===== config.mk =====
export PLATFORM = sky130hd
export DESIGN_NAME = dual_wave_timer
export DESIGN_NICKNAME = d
export VERILOG_FILES = /design/src/rtl/wtmr_pkg.sv /design/src/rtl/wtmr_prescale.sv /design/src/rtl/wtmr_count.sv /design/src/rtl/wtmr_wave_out.sv /design/src/rtl/dual_wave_timer.sv
export SDC_FILE = /design/constraint.sdc
export NUM_CORES = 1
export LEC_CHECK = 0
export BUFFER_PORTS_ARGS = -buffer_cell sky130_fd_sc_hd__buf_2
export CAP_MARGIN = 30
export CORE_MARGIN = 2
export CORE_UTILIZATION = 64
export CTS_BUF_LIST = sky130_fd_sc_hd__clkbuf_8
export DETAILED_ROUTE_END_ITERATION = 8
export PLACE_DENSITY = 0.8
export SLEW_MARGIN = 10
export SYNTH_ARGS = -nofsm -noshare
export SYNTH_HDL_FRONTEND = slang
export SYNTH_SLANG_ARGS = --single-unit

===== constraint.sdc =====
create_clock -name clk -period 8.35 [get_ports clk]
set_input_delay 1.67 -clock clk [delete_from_list [all_inputs] [get_ports clk]]
set_output_delay 1.67 -clock clk [all_outputs]
set_load 0.02 [all_outputs]

===== src/rtl/wtmr_pkg.sv =====
package wtmr_pkg;

  // Per-event action applied to an output
  typedef enum logic [1:0] {
    ACT_NONE = 2'b00,
    ACT_SET  = 2'b01,
    ACT_CLR  = 2'b10,
    ACT_RSVD = 2'b11
  } act_e;

  // Mode word, LSB first: clk_sel[2:0], a_dm[4:3], a_pm[6:5], a_sw[8:7],
  // b_dm[10:9], b_pm[12:11], b_sw[14:13]
  typedef struct packed {
    act_e       b_sw;
    act_e       b_pm;
    act_e       b_dm;
    act_e       a_sw;
    act_e       a_pm;
    act_e       a_dm;
    logic [2:0] clk_sel;
  } mode_t;

  localparam int MODE_W = $bits(mode_t);

  localparam logic [2:0] ADDR_MODE   = 3'd0;
  localparam logic [2:0] ADDR_DUTY_A = 3'd1;
  localparam logic [2:0] ADDR_DUTY_B = 3'd2;
  localparam logic [2:0] ADDR_PERIOD = 3'd3;
  localparam logic [2:0] ADDR_CMD    = 3'd4;

  localparam int CMD_START = 0;
  localparam int CMD_STOP  = 1;
  localparam int CMD_TRIG  = 2;
  localparam int CMD_W     = 3;

  localparam int         PRE_W    = 7;
  localparam logic [2:0] SEL_SLOW = 3'd4;

endpackage


===== src/rtl/wtmr_prescale.sv =====
module wtmr_prescale
  import wtmr_pkg::*;
(
  input  logic       clk,
  input  logic       rst_n,
  input  logic       run,
  input  logic       restart,
  input  logic [2:0] sel,
  input  logic       slow_tick,
  output logic       tick
);

  logic [PRE_W-1:0] pcnt_q, pcnt_d;
  logic [PRE_W-1:0] term;
  logic             fast_sel;

  assign fast_sel = (sel < SEL_SLOW);

  always_comb begin
    case (sel[1:0])
      2'd0:    term = PRE_W'(1);
      2'd1:    term = PRE_W'(7);
      2'd2:    term = PRE_W'(31);
      default: term = PRE_W'(127);
    endcase
  end

  always_comb begin
    if (!run)          tick = 1'b0;
    else if (fast_sel) tick = (pcnt_q == term);
    else               tick = (sel == SEL_SLOW) && slow_tick;
  end

  always_comb begin
    pcnt_d = pcnt_q;
    if (restart)                pcnt_d = '0;
    else if (run && fast_sel)   pcnt_d = tick ? '0 : pcnt_q + PRE_W'(1);
  end

  always_ff @(posedge clk or negedge rst_n) begin
    if (!rst_n) pcnt_q <= '0;
    else        pcnt_q <= pcnt_d;
  end

  // a divided tick is never followed by another tick on the next cycle
  assert_tick_gap_R6: assert property (@(posedge clk) disable iff (!rst_n)
    (tick && fast_sel && !restart) |=> (!tick || sel == SEL_SLOW));

endmodule


===== src/rtl/wtmr_count.sv =====
module wtmr_count #(
  parameter int CNT_W = 16
) (
  input  logic             clk,
  input  logic             rst_n,
  input  logic             tick,
  input  logic             restart,
  input  logic [CNT_W-1:0] period,
  output logic [CNT_W-1:0] cnt,
  output logic             pm_hit
);

  logic [CNT_W-1:0] cnt_q, cnt_d;

  assign pm_hit = tick && (cnt_q == period);

  always_comb begin
    cnt_d = cnt_q;
    if (restart)     cnt_d = '0;
    else if (pm_hit) cnt_d = '0;
    else if (tick)   cnt_d = cnt_q + CNT_W'(1);
  end

  always_ff @(posedge clk or negedge rst_n) begin
    if (!rst_n) cnt_q <= '0;
    else        cnt_q <= cnt_d;
  end

  assign cnt = cnt_q;

  // wrap to zero after the tick that meets the period
  assert_wrap_R3: assert property (@(posedge clk) disable iff (!rst_n)
    (tick && cnt == period) |=> (cnt == '0));

  // software trigger always restarts the count
  assert_restart_R8: assert property (@(posedge clk) disable iff (!rst_n)
    restart |=> (cnt == '0));

  // without a tick or trigger the count holds
  assert_hold_R6: assert property (@(posedge clk) disable iff (!rst_n)
    (!tick && !restart) |=> $stable(cnt));

endmodule


===== src/rtl/wtmr_wave_out.sv =====
module wtmr_wave_out
  import wtmr_pkg::*;
#(
  parameter int CNT_W = 16
) (
  input  logic             clk,
  input  logic             rst_n,
  input  logic             tick,
  input  logic [CNT_W-1:0] cnt,
  input  logic [CNT_W-1:0] duty,
  input  logic             pm_hit,
  input  logic             sw_ev,
  input  act_e             dm_act,
  input  act_e             pm_act,
  input  act_e             sw_act,
  output logic             wave
);

  logic dm_hit;
  act_e act_sel;
  logic wave_q, wave_d;

  function automatic logic live(input act_e a);
    return (a == ACT_SET) || (a == ACT_CLR);
  endfunction

  assign dm_hit = tick && (cnt == duty);

  // priority: trigger, then period match, then duty match
  always_comb begin
    act_sel = ACT_NONE;
    if (sw_ev && live(sw_act))       act_sel = sw_act;
    else if (pm_hit && live(pm_act)) act_sel = pm_act;
    else if (dm_hit && live(dm_act)) act_sel = dm_act;
  end

  always_comb begin
    case (act_sel)
      ACT_SET: wave_d = 1'b1;
      ACT_CLR: wave_d = 1'b0;
      default: wave_d = wave_q;
    endcase
  end

  always_ff @(posedge clk or negedge rst_n) begin
    if (!rst_n) wave_q <= 1'b0;
    else        wave_q <= wave_d;
  end

  assign wave = wave_q;

  assert_sw_set_R2: assert property (@(posedge clk) disable iff (!rst_n)
    (sw_ev && sw_act == ACT_SET) |=> wave);

  assert_sw_clr_R2: assert property (@(posedge clk) disable iff (!rst_n)
    (sw_ev && sw_act == ACT_CLR) |=> !wave);

  // period-match set beats a duty-match clear in the same cycle
  assert_pm_over_dm_R10: assert property (@(posedge clk) disable iff (!rst_n)
    (!sw_ev && pm_hit && pm_act == ACT_SET) |=> wave);

  // with no trigger and no tick the level holds
  assert_idle_R9: assert property (@(posedge clk) disable iff (!rst_n)
    (!sw_ev && !tick) |=> $stable(wave));

endmodule


===== src/rtl/dual_wave_timer.sv =====
module dual_wave_timer
  import wtmr_pkg::*;
#(
  parameter int CNT_W = 16
) (
  input  logic             clk,
  input  logic             rst_n,
  input  logic             slow_tick,
  input  logic             wr_en,
  input  logic [2:0]       wr_addr,
  input  logic [CNT_W-1:0] wr_data,
  output logic             out_a,
  output logic             out_b
);

  localparam int NCH = 2;

  // reset: asserted asynchronously, released on a clock edge
  logic rst_meta_q, rst_n_s;
  always_ff @(posedge clk or negedge rst_n) begin
    if (!rst_n) begin
      rst_meta_q <= 1'b0;
      rst_n_s    <= 1'b0;
    end else begin
      rst_meta_q <= 1'b1;
      rst_n_s    <= rst_meta_q;
    end
  end

  logic unused_bits;
  assign unused_bits = ^wr_data[CNT_W-1:MODE_W];

  // command decode
  logic cmd_wr, sw_trig, cmd_start, cmd_stop;
  assign cmd_wr    = wr_en && (wr_addr == ADDR_CMD);
  assign sw_trig   = cmd_wr && wr_data[CMD_TRIG];
  assign cmd_start = cmd_wr && wr_data[CMD_START];
  assign cmd_stop  = cmd_wr && wr_data[CMD_STOP];

  // register file
  mode_t                      mode_q, mode_d;
  logic [CNT_W-1:0]           per_q, per_d;
  logic [NCH-1:0][CNT_W-1:0]  duty_q, duty_d;
  logic                       run_q, run_d;

  always_comb begin
    mode_d = mode_q;
    per_d  = per_q;
    duty_d = duty_q;
    run_d  = run_q;
    if (wr_en) begin
      case (wr_addr)
        ADDR_MODE:   mode_d    = mode_t'(wr_data[MODE_W-1:0]);
        ADDR_DUTY_A: duty_d[0] = wr_data;
        ADDR_DUTY_B: duty_d[1] = wr_data;
        ADDR_PERIOD: per_d     = wr_data;
        default: ;
      endcase
    end
    if (cmd_stop)       run_d = 1'b0;
    else if (cmd_start) run_d = 1'b1;
  end

  always_ff @(posedge clk or negedge rst_n_s) begin
    if (!rst_n_s) begin
      mode_q <= '0;
      per_q  <= '0;
      duty_q <= '0;
      run_q  <= 1'b0;
    end else begin
      mode_q <= mode_d;
      per_q  <= per_d;
      duty_q <= duty_d;
      run_q  <= run_d;
    end
  end

  // time base
  logic             tick;
  logic [CNT_W-1:0] cnt;
  logic             pm_hit;

  wtmr_prescale u_pre (
    .clk      (clk),
    .rst_n    (rst_n_s),
    .run      (run_q),
    .restart  (sw_trig),
    .sel      (mode_q.clk_sel),
    .slow_tick(slow_tick),
    .tick     (tick)
  );

  wtmr_count #(.CNT_W(CNT_W)) u_cnt (
    .clk    (clk),
    .rst_n  (rst_n_s),
    .tick   (tick),
    .restart(sw_trig),
    .period (per_q),
    .cnt    (cnt),
    .pm_hit (pm_hit)
  );

  // per-output action fields
  act_e [NCH-1:0] dm_act, pm_act, sw_act;
  always_comb begin
    dm_act[0] = mode_q.a_dm;
    pm_act[0] = mode_q.a_pm;
    sw_act[0] = mode_q.a_sw;
    dm_act[1] = mode_q.b_dm;
    pm_act[1] = mode_q.b_pm;
    sw_act[1] = mode_q.b_sw;
  end

  logic [NCH-1:0] wave;

  for (genvar gi = 0; gi < NCH; gi++) begin : g_wave
    wtmr_wave_out #(.CNT_W(CNT_W)) u_wave (
      .clk   (clk),
      .rst_n (rst_n_s),
      .tick  (tick),
      .cnt   (cnt),
      .duty  (duty_q[gi]),
      .pm_hit(pm_hit),
      .sw_ev (sw_trig),
      .dm_act(dm_act[gi]),
      .pm_act(pm_act[gi]),
      .sw_act(sw_act[gi]),
      .wave  (wave[gi])
    );
  end

  assign out_a = wave[0];
  assign out_b = wave[1];

  // a stopped timer changes its outputs only through a trigger
  assert_stopped_R1: assert property (@(posedge clk) disable iff (!rst_n_s)
    (!run_q && !sw_trig) |=> $stable({out_a, out_b}));

  // stop wins over start
  assert_stop_wins_R8: assert property (@(posedge clk) disable iff (!rst_n_s)
    cmd_stop |=> !run_q);

endmodule


==> results by group <==
Run status
  • Status: finished, final reports clean

Yosys
  • Asr flop ratio synth: 100%
  • Post-synth top flop: dfrtp_1
  • Seq cells post-synth: 91
  • Post-Syn Area: 4730 sq um
  • Synth Area per Inst: 11.6 sq um
  • Yosys Warn Count: 0
  • Post-synth cell types: 46
  • Syn_nets: 435
  • Sequential area share after synthesis: 48.1%
  • Post-synth EDFFs: 0
  • Synth Instances: 408

Min path
  • Worst hold path type: reg -> async

Final layout
  • Post-route cell area: 5090 sq um
  • Layout Nets: 449
  • Util after Layout: 70.6%
  • Antenna cell count: 0
  • Area Overhead vs Synth: 7.62%
  • Layout fillers: 537
  • Layout cells sized above 1: 27.6%

STA
  • Worst Skew: 0.0115 ns
  • RSZ-0062 raised after global routing: no
  • Final Hold Violating Endpoints: 0
  • Period utilization: 44.3%
  • Fmax: 271 MHz
  • Final setup TNS: 0 ns
  • Number of setup violations in the final report: 0
  • Post-layout minimum cycle time: 3.70 ns
  • Max transition margin: 35.4%
  • Max-slew violation count: 0
  • Worst-margin pin slew: 0.966 ns
  • WHS: 0.320 ns

Route
  • Metal-1 WL: 4370 microns
  • Max layer used: met4
  • Final wirelength: 10400 microns
  • Iter 0 DRT Violations: 187
  • Routed wl met2: 5180 microns
  • Initial DRT Pass Iterations: 5
  • WL met3: 541 microns
  • Drt wl/cell: 19.7 microns
  • DR vias: 3245
  • Routed Antenna Nets: 0
  • Number of vias per cell: 6.17
  • DRC: 0

Placed design
  • Input/output buffers: 24
  • Placed Instance Area: 4840 sq um
  • Placer Congestion: 0.980
  • Hpwl dp: 7350 microns

Worst setup path
  • Setup crit end kind: flip-flop
  • Slowest cell on crit path: and2_1
  • Reg2reg setup slack: 5.69 ns
  • Crit path max-delay family: simple AND/OR/NAND/NOR gates
  • Reg2reg end: g_wave[0].u_wave.wave$_DFFE_PN0P_
  • Worst-case reg-to-reg path depth: 9
  • CP most frequent cell: and2_1
  • Bufs and invs on worst path: 1
  • Worst EP required: 8.59 ns
  • Setup CP Type: in -> reg
  • Crit-path max FO: 17
  • Crit-path cells: buf_2, nor4bb_2, and2_1, nand3b_1, and2_1, a31oi_1, o21ba_2, ha_1, nand2_1, o21ai_0
  • CP Launch Type: input pin
  • Critical path depth: 10
  • R2R Path Start: u_cnt.cnt[0]$_DFFE_PN0P_
  • Max stage delay on crit path: 0.61 ns
  • CP arrival: 3.94 ns

GRT
  • Global route total overflow: 0
  • Initial antenna violation count: 0
  • Number of global-route vias before repair: 3407
  • GR Util All Layers: 27.5%
  • Pin count of the biggest net entering global routing: 49
  • Global-route wire length before repair: 17300 microns

Floorplanning
  • Die area: 8100 sq um
  • Die H: 90.0 microns
  • Initial Util: 65.6%
  • # rows: 31
  • Width of the chip: 90.0 microns
  • Core area: 7210 sq um
  • Top-Level Pins: 25

Clock network
  • CTS Hold Buffers Added: 0
  • Post-CTS Setup Bufs: 0
  • H-tree Lvls: 3
  • TritonCTS clock tree: done
  • Clock Sinks: 91
  • Clk buf depth: 2
  • Num CTS Buffers: 9
  • Root Buffer: clkbuf_8
  • Clk_lat worst skew: 0.37 ns
  • Clk slew on worst S/H paths: 0.10 ns
  • PostCTS Resize Cnt: 0

Pwr
  • Peak VDD IR: 0.200 mV
  • Final Power: 1300 uW
  • Lkg Pwr: 0.00217 uW
  • Pwr Density: 255 nW/um^2

Job
  • Max cap viols: 0
==> stage by stage <==
stage	worst slack, ns	instances
after floorplan	5.00	408
after global placement	4.45	510
final	4.65	526
after global routing	4.42	526
after detailed placement	4.31	510
after CTS	4.68	526
==> registers in the layout, indices dropped and copies added (netlist names) <==
name                flops
dm_act                  4
duty_q                 32
g_wave.u_wave.wave      2
mode_q                 11
per_q                  16
rst_meta_q              1
rst_n_s                 1
run_q                   1
u_cnt.cnt              16
u_pre.pcnt_q            7
==> metal layers <==
metal  up-vias  global-route usage, %
li1       1466                      -
met3        25                   5.03
met1      1649                   36.6
met2       105                   45.6
met5         -                      0
met4         0                   10.3
==> synth_stat cells (2+ instances only) <==
cell type,n,share of area [%]
a21o_1,2,0.32
xnor2_2,3,1.0
and2b_1,2,0.32
o21ai_0,14,1.5
o2111ai_1,8,1.5
o21ai_1,6,0.63
buf_6,7,1.7
clkbuf_1,3,0.24
dfrtp_1,91,48
ha_1,4,1.1
nand4_1,16,2.1
a21oi_1,9,0.95
buf_2,15,1.6
inv_1,4,0.32
and2_1,3,0.40
xor2_1,17,3.1
a31oi_1,4,0.53
nand2_1,16,1.3
mux2_2,61,15
nor3_1,6,0.63
nor3b_1,2,0.32
and3_1,11,1.5
a22o_1,5,0.93
nor2b_1,5,0.66
xnor2_1,43,8.0
nor2_1,22,1.7
nand3b_1,2,0.32
nand3_1,8,0.85
nor3_2,2,0.42
==> worst reg2reg max path, stage by stage (launching register included) <==
cell     delay (ns)
dfrtp_1        0.53
xnor2_1        0.33
nand4_1        0.20
nor4_4         0.56
nand3_1        0.16
a31oi_1        0.22
o21ba_2        0.17
ha_1           0.23
nand2_1        0.07
o21ai_0        0.07
==> kinds of logic after synthesis <==
logic type      Yosys count  synth area share (%)
compound gates           56                  7.96
xor+xnor                 63                  12.1
fa+ha+maj                 4                  1.06
buf+inv                  30                  3.97
flops                    91                  48.1
mux                      61                  14.5
other cells               1                0.0793
simple gates            102                  12.1
==> power breakdown <==
group          internal [uW]  leakage, uW  switching (uW)
logic                    156     0.000926             127
registers                534      0.00113             116
clock network            201     0.000120             164
total                    891      0.00217             408
==> placed cells by master, fill, tap and decap left out, drive strengths merged, types with 2 or more instances in the layout <==
| cell | count |
|---|---|
| o2111ai | 8 |
| mux2 | 61 |
| ha | 4 |
| a21o | 2 |
| o21ai | 20 |
| o21ba | 2 |
| a22o | 5 |
| a21oi | 9 |
| and3 | 11 |
| and2 | 3 |
| nand3b | 2 |
| nand4 | 16 |
| clkbuf | 9 |
| xor2 | 17 |
| a31oi | 4 |
| xnor2 | 46 |
| nand2 | 16 |
| nor4 | 2 |
| nor3 | 8 |
| and2b | 2 |
| bufinv | 3 |
| inv | 5 |
| nor2 | 22 |
| nand3 | 8 |
| buf | 29 |
| nor3b | 3 |
| clkinv | 2 |
| dfrtp | 91 |
| nor2b | 5 |
==> worst max path at each step <==
stage / startpoint / endpoint / slack, ns
6_report: wr_addr[1] / g_wave[0].u_wave.wave$_DFFE_PN0P_ / 4.65
5_1_grt: wr_addr[1] / g_wave[0].u_wave.wave$_DFFE_PN0P_ / 4.42
4_1_cts: wr_addr[1] / g_wave[0].u_wave.wave$_DFFE_PN0P_ / 4.68
3_5_place_dp: wr_addr[1] / g_wave[0].u_wave.wave$_DFFE_PN0P_ / 4.31
3_3_place_gp: wr_addr[1] / g_wave[0].u_wave.wave$_DFFE_PN0P_ / 4.45
2_1_floorplan: wr_addr[1] / g_wave[0].u_wave.wave$_DFFE_PN0P_ / 5.00
==> cell type report <==
cell class	count	area [sq um]	area share (%)
sequential	91	2280	44.8
multi-input combinational	287	2270	44.5
inverter	4	15.0	0.295
timing repair buffer	29	158	3.10
clock inverter	7	124	2.43
clock buffer	9	124	2.43
tap	99	124	2.43
(Power assumes the default switching activity.)
